--- src/rtl/sc_rr_pkg.sv ---
`timescale 1ns/1ps
package sc_rr_pkg;
  localparam int LFSR_W   = 26;
  localparam int NUM_GEN  = 4;
  localparam int WOUT_W   = 8;
  localparam int GEN_IN   = 0;
  localparam int GEN_ST   = 1;
  localparam int GEN_WIN  = 2;
  localparam int GEN_WR   = 3;

  typedef logic [LFSR_W-1:0] lfsr_t;

  function automatic lfsr_t seed_of(input int g);
    return 26'h2A5F3C1 ^ lfsr_t'(g * 32'h0135791);
  endfunction

  function automatic lfsr_t lfsr_next(input lfsr_t q);
    return {q[LFSR_W-2:0], q[25] ^ q[5] ^ q[1] ^ q[0]};
  endfunction
endpackage

--- src/rtl/sc_rr_lfsr.sv ---
`timescale 1ns/1ps
module sc_rr_lfsr
  import sc_rr_pkg::*;
#(
  parameter int    WB   = 16,
  parameter lfsr_t SEED = 26'h1
) (
  input  logic          clk_i,
  input  logic          rst_ni,
  output logic [WB-1:0] rnd_o,
  output logic          top_o
);
  lfsr_t q;

  always_ff @(posedge clk_i or negedge rst_ni) begin
    if (!rst_ni) q <= SEED;
    else         q <= lfsr_next(q);
  end

  assign rnd_o = q[WB-1:0];
  assign top_o = q[LFSR_W-1];

  AST_LFSR_NONZERO: assert property (@(posedge clk_i) disable iff (!rst_ni) q != '0);
endmodule

--- src/rtl/sc_rr_ctrl.sv ---
`timescale 1ns/1ps
module sc_rr_ctrl #(
  parameter int WB        = 16,
  parameter int TRANSIENT = 20
) (
  input  logic clk_i,
  input  logic rst_ni,
  output logic win_end_o,
  output logic go_o,
  output logic keep_o
);
  localparam int SC_W = $clog2(TRANSIENT + 2);
  localparam logic [SC_W-1:0] LAST = SC_W'(TRANSIENT);

  logic [WB-1:0]   win_q;
  logic [SC_W-1:0] step_q;
  logic            go_q;

  assign win_end_o = &win_q;
  assign go_o      = go_q;
  assign keep_o    = step_q > LAST;

  always_ff @(posedge clk_i or negedge rst_ni) begin
    if (!rst_ni) begin
      win_q  <= '0;
      step_q <= '0;
      go_q   <= 1'b0;
    end else begin
      win_q <= win_q + 1'b1;
      go_q  <= win_end_o;
      if (win_end_o && step_q <= LAST) step_q <= step_q + 1'b1;
    end
  end

  AST_SINGLE_WIN_END: assert property (@(posedge clk_i) disable iff (!rst_ni)
    win_end_o |=> !win_end_o);
  AST_STEP_SATURATES: assert property (@(posedge clk_i) disable iff (!rst_ni)
    keep_o |=> keep_o);
endmodule

--- src/rtl/sc_rr_neuron.sv ---
`timescale 1ns/1ps
module sc_rr_neuron #(
  parameter int WB  = 16,
  parameter bit NEG = 1'b0
) (
  input  logic          clk_i,
  input  logic          rst_ni,
  input  logic          win_end_i,
  input  logic          in_prod_i,
  input  logic          ring_w_bit_i,
  input  logic          sel_i,
  input  logic [WB-1:0] rnd_i,
  input  logic [WB-1:0] pred_i,
  output logic [WB-1:0] state_o
);
  localparam int L  = 1 << WB;
  localparam int CW = WB + 1;
  localparam int AW = WB + 3;
  localparam logic signed [AW-1:0] HALF = AW'(L / 2);
  localparam logic signed [AW-1:0] MAXV = AW'(L - 1);

  logic [CW-1:0] cnt_q, cnt_nx;
  logic [WB-1:0] state_q, state_nx;
  logic signed [AW-1:0] act;
  logic pred_bit, ring_bit, in_bit, mix_bit;

  assign pred_bit = pred_i > rnd_i;
  assign ring_bit = ~(pred_bit ^ ring_w_bit_i);
  assign in_bit   = in_prod_i ^ NEG;
  assign mix_bit  = sel_i ? ring_bit : in_bit;
  assign cnt_nx   = cnt_q + CW'(mix_bit);

  always_comb begin
    act = $signed({1'b0, cnt_nx, 1'b0}) - HALF;
    if (act < 0)         state_nx = '0;
    else if (act > MAXV) state_nx = '1;
    else                 state_nx = act[WB-1:0];
  end

  always_ff @(posedge clk_i or negedge rst_ni) begin
    if (!rst_ni) begin
      cnt_q   <= '0;
      state_q <= {1'b1, {(WB-1){1'b0}}};
    end else if (win_end_i) begin
      cnt_q   <= '0;
      state_q <= state_nx;
    end else begin
      cnt_q   <= cnt_nx;
    end
  end

  assign state_o = state_q;

  AST_CNT_IN_RANGE: assert property (@(posedge clk_i) disable iff (!rst_ni)
    cnt_q <= CW'(L));
endmodule

--- src/rtl/sc_rr_readout.sv ---
`timescale 1ns/1ps
module sc_rr_readout #(
  parameter int N  = 4,
  parameter int WB = 16,
  parameter int AW = 22
) (
  input  logic                 clk_i,
  input  logic                 rst_ni,
  input  logic                 go_i,
  input  logic                 keep_i,
  input  logic [N*WB-1:0]      state_i,
  input  logic [N*8-1:0]       w_i,
  output logic signed [AW-1:0] y_o,
  output logic                 valid_o
);
  logic signed [AW-1:0] acc, y_q;
  logic                 valid_q;

  always_comb begin
    acc = '0;
    for (int i = 0; i < N; i++) begin
      logic signed [WB-1:0]   xs;
      logic signed [7:0]      ws;
      logic signed [WB+7:0]   prod;
      xs   = {~state_i[i*WB+WB-1], state_i[i*WB +: WB-1]};
      ws   = w_i[i*8 +: 8];
      prod = xs * ws;
      acc  = acc + AW'(prod);
    end
  end

  always_ff @(posedge clk_i or negedge rst_ni) begin
    if (!rst_ni) begin
      y_q     <= '0;
      valid_q <= 1'b0;
    end else begin
      valid_q <= go_i & keep_i;
      if (go_i) y_q <= acc;
    end
  end

  assign y_o     = y_q;
  assign valid_o = valid_q;

  AST_NO_EARLY_VALID: assert property (@(posedge clk_i) disable iff (!rst_ni)
    valid_o |-> keep_i);
  AST_Y_HELD: assert property (@(posedge clk_i) disable iff (!rst_ni)
    !$past(go_i) |-> $stable(y_o));
endmodule

--- src/rtl/sc_ring_reservoir.sv ---
`timescale 1ns/1ps
module sc_ring_reservoir
  import sc_rr_pkg::*;
#(
  parameter int          N         = 4,
  parameter int          WB        = 16,
  parameter int          TRANSIENT = 20,
  parameter int          W_IN      = 3 << (WB - 2),
  parameter int          W_RING    = 5 << (WB - 3),
  parameter logic [31:0] IN_SIGN   = 32'h6
) (
  input  logic                                clk_i,
  input  logic                                rst_ni,
  input  logic [WB-1:0]                       sample_i,
  input  logic [N*8-1:0]                      w_out_i,
  output logic [N*WB-1:0]                     state_o,
  output logic signed [WB+8+$clog2(N)-1:0]    y_o,
  output logic                                valid_o
);
  localparam int Y_W = WB + 8 + $clog2(N);
  localparam logic [WB-1:0] W_IN_W   = WB'(W_IN);
  localparam logic [WB-1:0] W_RING_W = WB'(W_RING);

  logic [WB-1:0]      rnd [NUM_GEN];
  logic [NUM_GEN-1:0] top_bit;
  logic               win_end, go, keep;
  logic               u_bit, win_bit, wr_bit, in_prod, sel;
  logic [N*WB-1:0]    state;

  for (genvar g = 0; g < NUM_GEN; g++) begin : g_gen
    sc_rr_lfsr #(.WB(WB), .SEED(seed_of(g))) u_lfsr (
      .clk_i  (clk_i),
      .rst_ni (rst_ni),
      .rnd_o  (rnd[g]),
      .top_o  (top_bit[g])
    );
  end

  // comparators shared by every neuron
  assign u_bit   = sample_i > rnd[GEN_IN];
  assign win_bit = W_IN_W   > rnd[GEN_WIN];
  assign wr_bit  = W_RING_W > rnd[GEN_WR];
  assign in_prod = ~(u_bit ^ win_bit);
  assign sel     = ^top_bit;

  sc_rr_ctrl #(.WB(WB), .TRANSIENT(TRANSIENT)) u_ctrl (
    .clk_i     (clk_i),
    .rst_ni    (rst_ni),
    .win_end_o (win_end),
    .go_o      (go),
    .keep_o    (keep)
  );

  for (genvar i = 0; i < N; i++) begin : g_neuron
    localparam int P = (i + N - 1) % N;
    sc_rr_neuron #(.WB(WB), .NEG(IN_SIGN[i])) u_neuron (
      .clk_i        (clk_i),
      .rst_ni       (rst_ni),
      .win_end_i    (win_end),
      .in_prod_i    (in_prod),
      .ring_w_bit_i (wr_bit),
      .sel_i        (sel),
      .rnd_i        (rnd[GEN_ST]),
      .pred_i       (state[P*WB +: WB]),
      .state_o      (state[i*WB +: WB])
    );
  end

  sc_rr_readout #(.N(N), .WB(WB), .AW(Y_W)) u_readout (
    .clk_i   (clk_i),
    .rst_ni  (rst_ni),
    .go_i    (go),
    .keep_i  (keep),
    .state_i (state),
    .w_i     (w_out_i),
    .y_o     (y_o),
    .valid_o (valid_o)
  );

  assign state_o = state;

  AST_SYNC_UPDATE: assert property (@(posedge clk_i) disable iff (!rst_ni)
    (state != $past(state)) |-> $past(win_end));
  AST_VALID_AFTER_STEP: assert property (@(posedge clk_i) disable iff (!rst_ni)
    valid_o |-> $past(go));
endmodule

--- config.mk ---
export PLATFORM = sky130hd
export DESIGN_NAME = sc_ring_reservoir
export DESIGN_NICKNAME = d
export VERILOG_FILES = /design/src/rtl/sc_rr_pkg.sv /design/src/rtl/sc_rr_lfsr.sv /design/src/rtl/sc_rr_ctrl.sv /design/src/rtl/sc_rr_neuron.sv /design/src/rtl/sc_rr_readout.sv /design/src/rtl/sc_ring_reservoir.sv
export SDC_FILE = /design/constraint.sdc
export NUM_CORES = 2
export LEC_CHECK = 0
export BUFFER_PORTS_ARGS = -buffer_cell sky130_fd_sc_hd__buf_4
export CAP_MARGIN = 40
export CORE_ASPECT_RATIO = 0.7
export CORE_MARGIN = 2
export CORE_UTILIZATION = 45
export DETAILED_ROUTE_END_ITERATION = 8
export SYNTH_ARGS = -nofsm -noshare
export SYNTH_HDL_FRONTEND = slang
export SYNTH_SLANG_ARGS = --single-unit
export TNS_END_PERCENT = 20
--- constraint.sdc ---
create_clock -name clk_i -period 7.5 [get_ports clk_i]
set_input_delay 2.25 -clock clk_i [delete_from_list [all_inputs] [get_ports clk_i]]
set_output_delay 2.25 -clock clk_i [all_outputs]
set_load 0.01 [all_outputs]
==> out/qor.yml <==
routing:
  drtIter0Drc: 1519
  avgRoutedWirePerCell_um: 19.9
  route.detailed.drc: 0
  ant_nets: 0
  vias_per_cell: 5.16
  vias: 22200
  wl_um: 85700
  drt-pass1-iter-count: 6
floorplanning:
  die-width_um: 321
  coreArea_sq_um: 69600
  ios: 141
  initial_core_util_pct: 45.4
  die_h_um: 226
  die_area_sq_um: 72400
  num_rows: 81
critical_path:
  endpoint_kind: "flip-flop"
  slowest_stage: "fa_1"
  worstPathMaxFanout: 7
  crit_family: "adder cells"
  arrival_ns: 8.74
  path_common_cell: "fa_1"
  critPathMaxStageDelay_ns: 0.60
  path_class: "input port to flip-flop"
  path_cells: "buf_6, buf_12, nand2_1, fa_1, inv_1, fa_1, fa_1, fa_1, fa_1, fa_1, fa_1, inv_1, fa_1, inv_1, ha_1, a21oi_2, o21ai_0, buf_4, a32oi_1, o21ai_1, buf_4, o41ai_4, xnor2_1, mux2_2"
  worst-endpoint-required_ns: 7.97
  start_kind: "input port"
  path_buf_inv: 7
pwr:
  peakVddDrop_uv: 1340
  power.density_nw_per_um2: 478
  p_leak_uw: 0.0188
grt:
  grtUsageMet3_pct: 3.98
  busiest_layer: "met2"
  grt_max_degree: 149
  grt_pass1_vias: 23700
  met2_usage_pct: 37.8
  grt_first_pass_wirelength_um: 137000
  antenna_found_initial: 1
  grt.overflow.total: 0
  grtUsageTotal_pct: 24.6
  use_met1_pct: 36.7
job:
  maxCapViolations: 0
sta:
  setup_viol: 18
  tightest_slew_ns: 0.858
  fmax_ghz: 0.121
  hold_viol_final: 0
  finalClockSkew_ns: 0.0106
  timing.final.crit_period_ns: 8.27
  maxSlewHeadroom_pct: 42.8
  setup_slack_ns: -0.768
  rsz0062_at_grt: "yes"
  slew_violations: 0
  period_share_pct: 110
  fin_hold_ws_ns: 0.348
placement:
  place_area_sq_um: 35200
  detailedPlace.worstSlack_ns: -1.51
  gp_congestion: 0.880
  portBuffers: 140
  place_inst: 4239
  dpl.hpwl_um: 72100
finish:
  layout_common_cells: "inv_1, fa_1, buf_4"
  design_area_sq_um: 36900
  drive_gt1_share_pct: 18.6
  stdcell_count: 4309
  synthToLayoutAreaGrowth_pct: 16.9
  nets: 4199
  final_common_cell: "inv_1"
  fillCellCount: 6189
yosys:
  synth_cell_types: 68
  synth_edf_count: 0
  ys_warn_count: 0
  synth_cells: 3074
  async_reset_ff_share_pct: 100
  avgSynthCellArea_sq_um: 10.3
  syn-num-nets: 3902
  synth-seq-area-share_pct: 22.8
  ys_ff_latch: 285
  netlist_area_sq_um: 31600
  ys.flop_type: "dfrtp_1"
outcome:
  outcome: "finished, violations left"
  violations: "setup timing"
cts:
  ctsHoldBuffers: 0
  clk_latency_ns: 0.59
  cts_tree: "built"
  clockBufferDepth: 3
  cts.sinks: 285
  numCtsBuffers: 30
  path_clk_slew_ns: 0.06
  htreeDepth: 1
  cts_root_buffer: "clkbuf_16"
hold_path:
  hp-class: "flip-flop to flip-flop"
## routing by layer
layer | vias up | routed length (um)
li1 | 9940 | -
met2 | 671 | 38600
met3 | 101 | 5700
met1 | 11500 | 39300
met5 | - | 0
met4 | 0 | 2150
## cells in the mapped netlist (all sizes together) (2+ instances only)
library cell / count / area share, %
o31ai: 20 / 0.48
o2bb2ai: 2 / 0.055
nand3: 41 / 0.68
dfrtp: 226 / 18
o21ai: 36 / 0.59
nand4: 23 / 0.46
o221ai: 3 / 0.083
o311ai: 2 / 0.055
a221o: 3 / 0.095
o211ai: 4 / 0.11
nor3: 12 / 0.19
o41ai: 2 / 0.10
clkbuf: 86 / 1.0
a31o: 2 / 0.055
a221oi: 3 / 0.083
nor2: 104 / 1.2
inv: 657 / 7.8
and4: 19 / 0.56
nand3b: 2 / 0.048
dfstp: 59 / 4.9
xnor2: 74 / 2.1
nand2b: 47 / 0.93
o21a: 7 / 0.17
o21bai: 4 / 0.095
nor4: 2 / 0.040
or2: 3 / 0.059
fa: 558 / 35
mux2i: 4 / 0.13
nor2b: 54 / 1.1
a21o: 61 / 1.4
a21boi: 3 / 0.11
ha: 220 / 8.7
xor2: 64 / 1.8
and3: 16 / 0.32
buf: 16 / 0.34
nand2: 298 / 3.5
a31oi: 9 / 0.23
and2: 225 / 4.5
mux2: 22 / 0.80
a211oi: 42 / 1.0
a211o: 5 / 0.14
a21oi: 22 / 0.35
## worst reg2reg max path, cell delays in order (launching register included)
cell	delay, ns
dfrtp_1	0.75
nand2_1	0.19
fa_1	0.58
inv_1	0.05
fa_1	0.48
inv_1	0.05
fa_1	0.47
fa_1	0.54
inv_1	0.05
fa_1	0.48
fa_1	0.52
fa_1	0.50
inv_1	0.05
fa_1	0.47
inv_1	0.04
ha_1	0.32
a21oi_2	0.18
o21ai_0	0.11
buf_4	0.15
a32oi_1	0.18
o21ai_1	0.11
buf_4	0.18
o41ai_4	0.29
xnor2_1	0.10
mux2_2	0.26
## cell families (layout without fill, tap and decap cells)
family	Yosys count	count (layout)	share of synthesized area, %
compound gates	237	237	5.44
xor+xnor	138	138	3.85
fa+ha+maj	778	778	44.1
buf+inv	759	1080	9.17
flops	285	285	22.8
mux	26	26	0.923
other cells	0	1	0
simple gates	851	851	13.7
## path summary, 6_finish.rpt
check                                                                  start                                          end  slack (ns)  depth (start not counted)
worst max-delay path                                             w_out_i[17]                u_readout.y_o[25]$_DFFE_PN0P_       -0.77                         24
worst min-delay path                          g_gen[2].u_lfsr.q[2]$_DFF_PN0_               g_gen[2].u_lfsr.q[3]$_DFF_PN0_        0.35                          0
worst max register to register  g_neuron[0].u_neuron.state_o[12]$_DFFE_PN0P_                u_readout.y_o[25]$_DFFE_PN0P_        0.28                         24
worst min register to register                g_gen[2].u_lfsr.q[2]$_DFF_PN0_               g_gen[2].u_lfsr.q[3]$_DFF_PN0_        0.35                          0
max in group asynchronous                                             rst_ni                   u_ctrl.win_q[14]$_DFF_PN0_        4.71                          2
min in group asynchronous                                             rst_ni  g_neuron[1].u_neuron.state_o[3]$_DFFE_PN0P_        1.59                          1
## per-stage QoR
stage	util [%]	power, uW	TNS, ns
2_1_floorplan	-	9470	-13.39
5_1_grt	53.0	19300	-11.51
3_5_place_dp	50.5	14200	-24.49
6_report	53.0	17600	-8.34
4_1_cts	52.7	16800	-8.27
3_3_place_gp	50.5	14000	-23.35
## power breakdown
| group | switching, uW | total (uW) | internal (uW) |
|---|---|---|---|
| sequential | 63.6 | 1670 | 1610 |
| combinational | 7030 | 14400 | 7320 |
| clock | 677 | 1620 | 941 |
## layout make-up
type	instances	area (sq um)	area share, %
Sequential cell	285	7210	19.5
Tap cell	913	1140	3.09
Multi-Input combinational cell	2030	21900	59.3
Timing Repair Buffer	367	3130	8.49
Clock buffer	35	800	2.17
Clock inverter	21	267	0.722
Antenna cell	1	2.50	0.00678
Inverter	657	2470	6.68
## state kept, by name, indices dropped and copies added, names as in the netlist
| name | count |
|---|---|
| u_ctrl.step_q | 5 |
| u_readout.valid_o | 1 |
| u_ctrl.go_o | 1 |
| u_ctrl.win_q | 16 |
| g_gen.u_lfsr.q | 104 |
| g_neuron.u_neuron.state_o | 64 |
| u_readout.y_o | 26 |
| g_neuron.u_neuron.cnt_q | 68 |
## timing repair
item                       in CTS  in global routing
gates resized for setup       102                 53
buffers inserted               10                  4
setup endpoints to repair      20                 18
pin swaps                      71                 20
(Power assumes the default switching activity.)
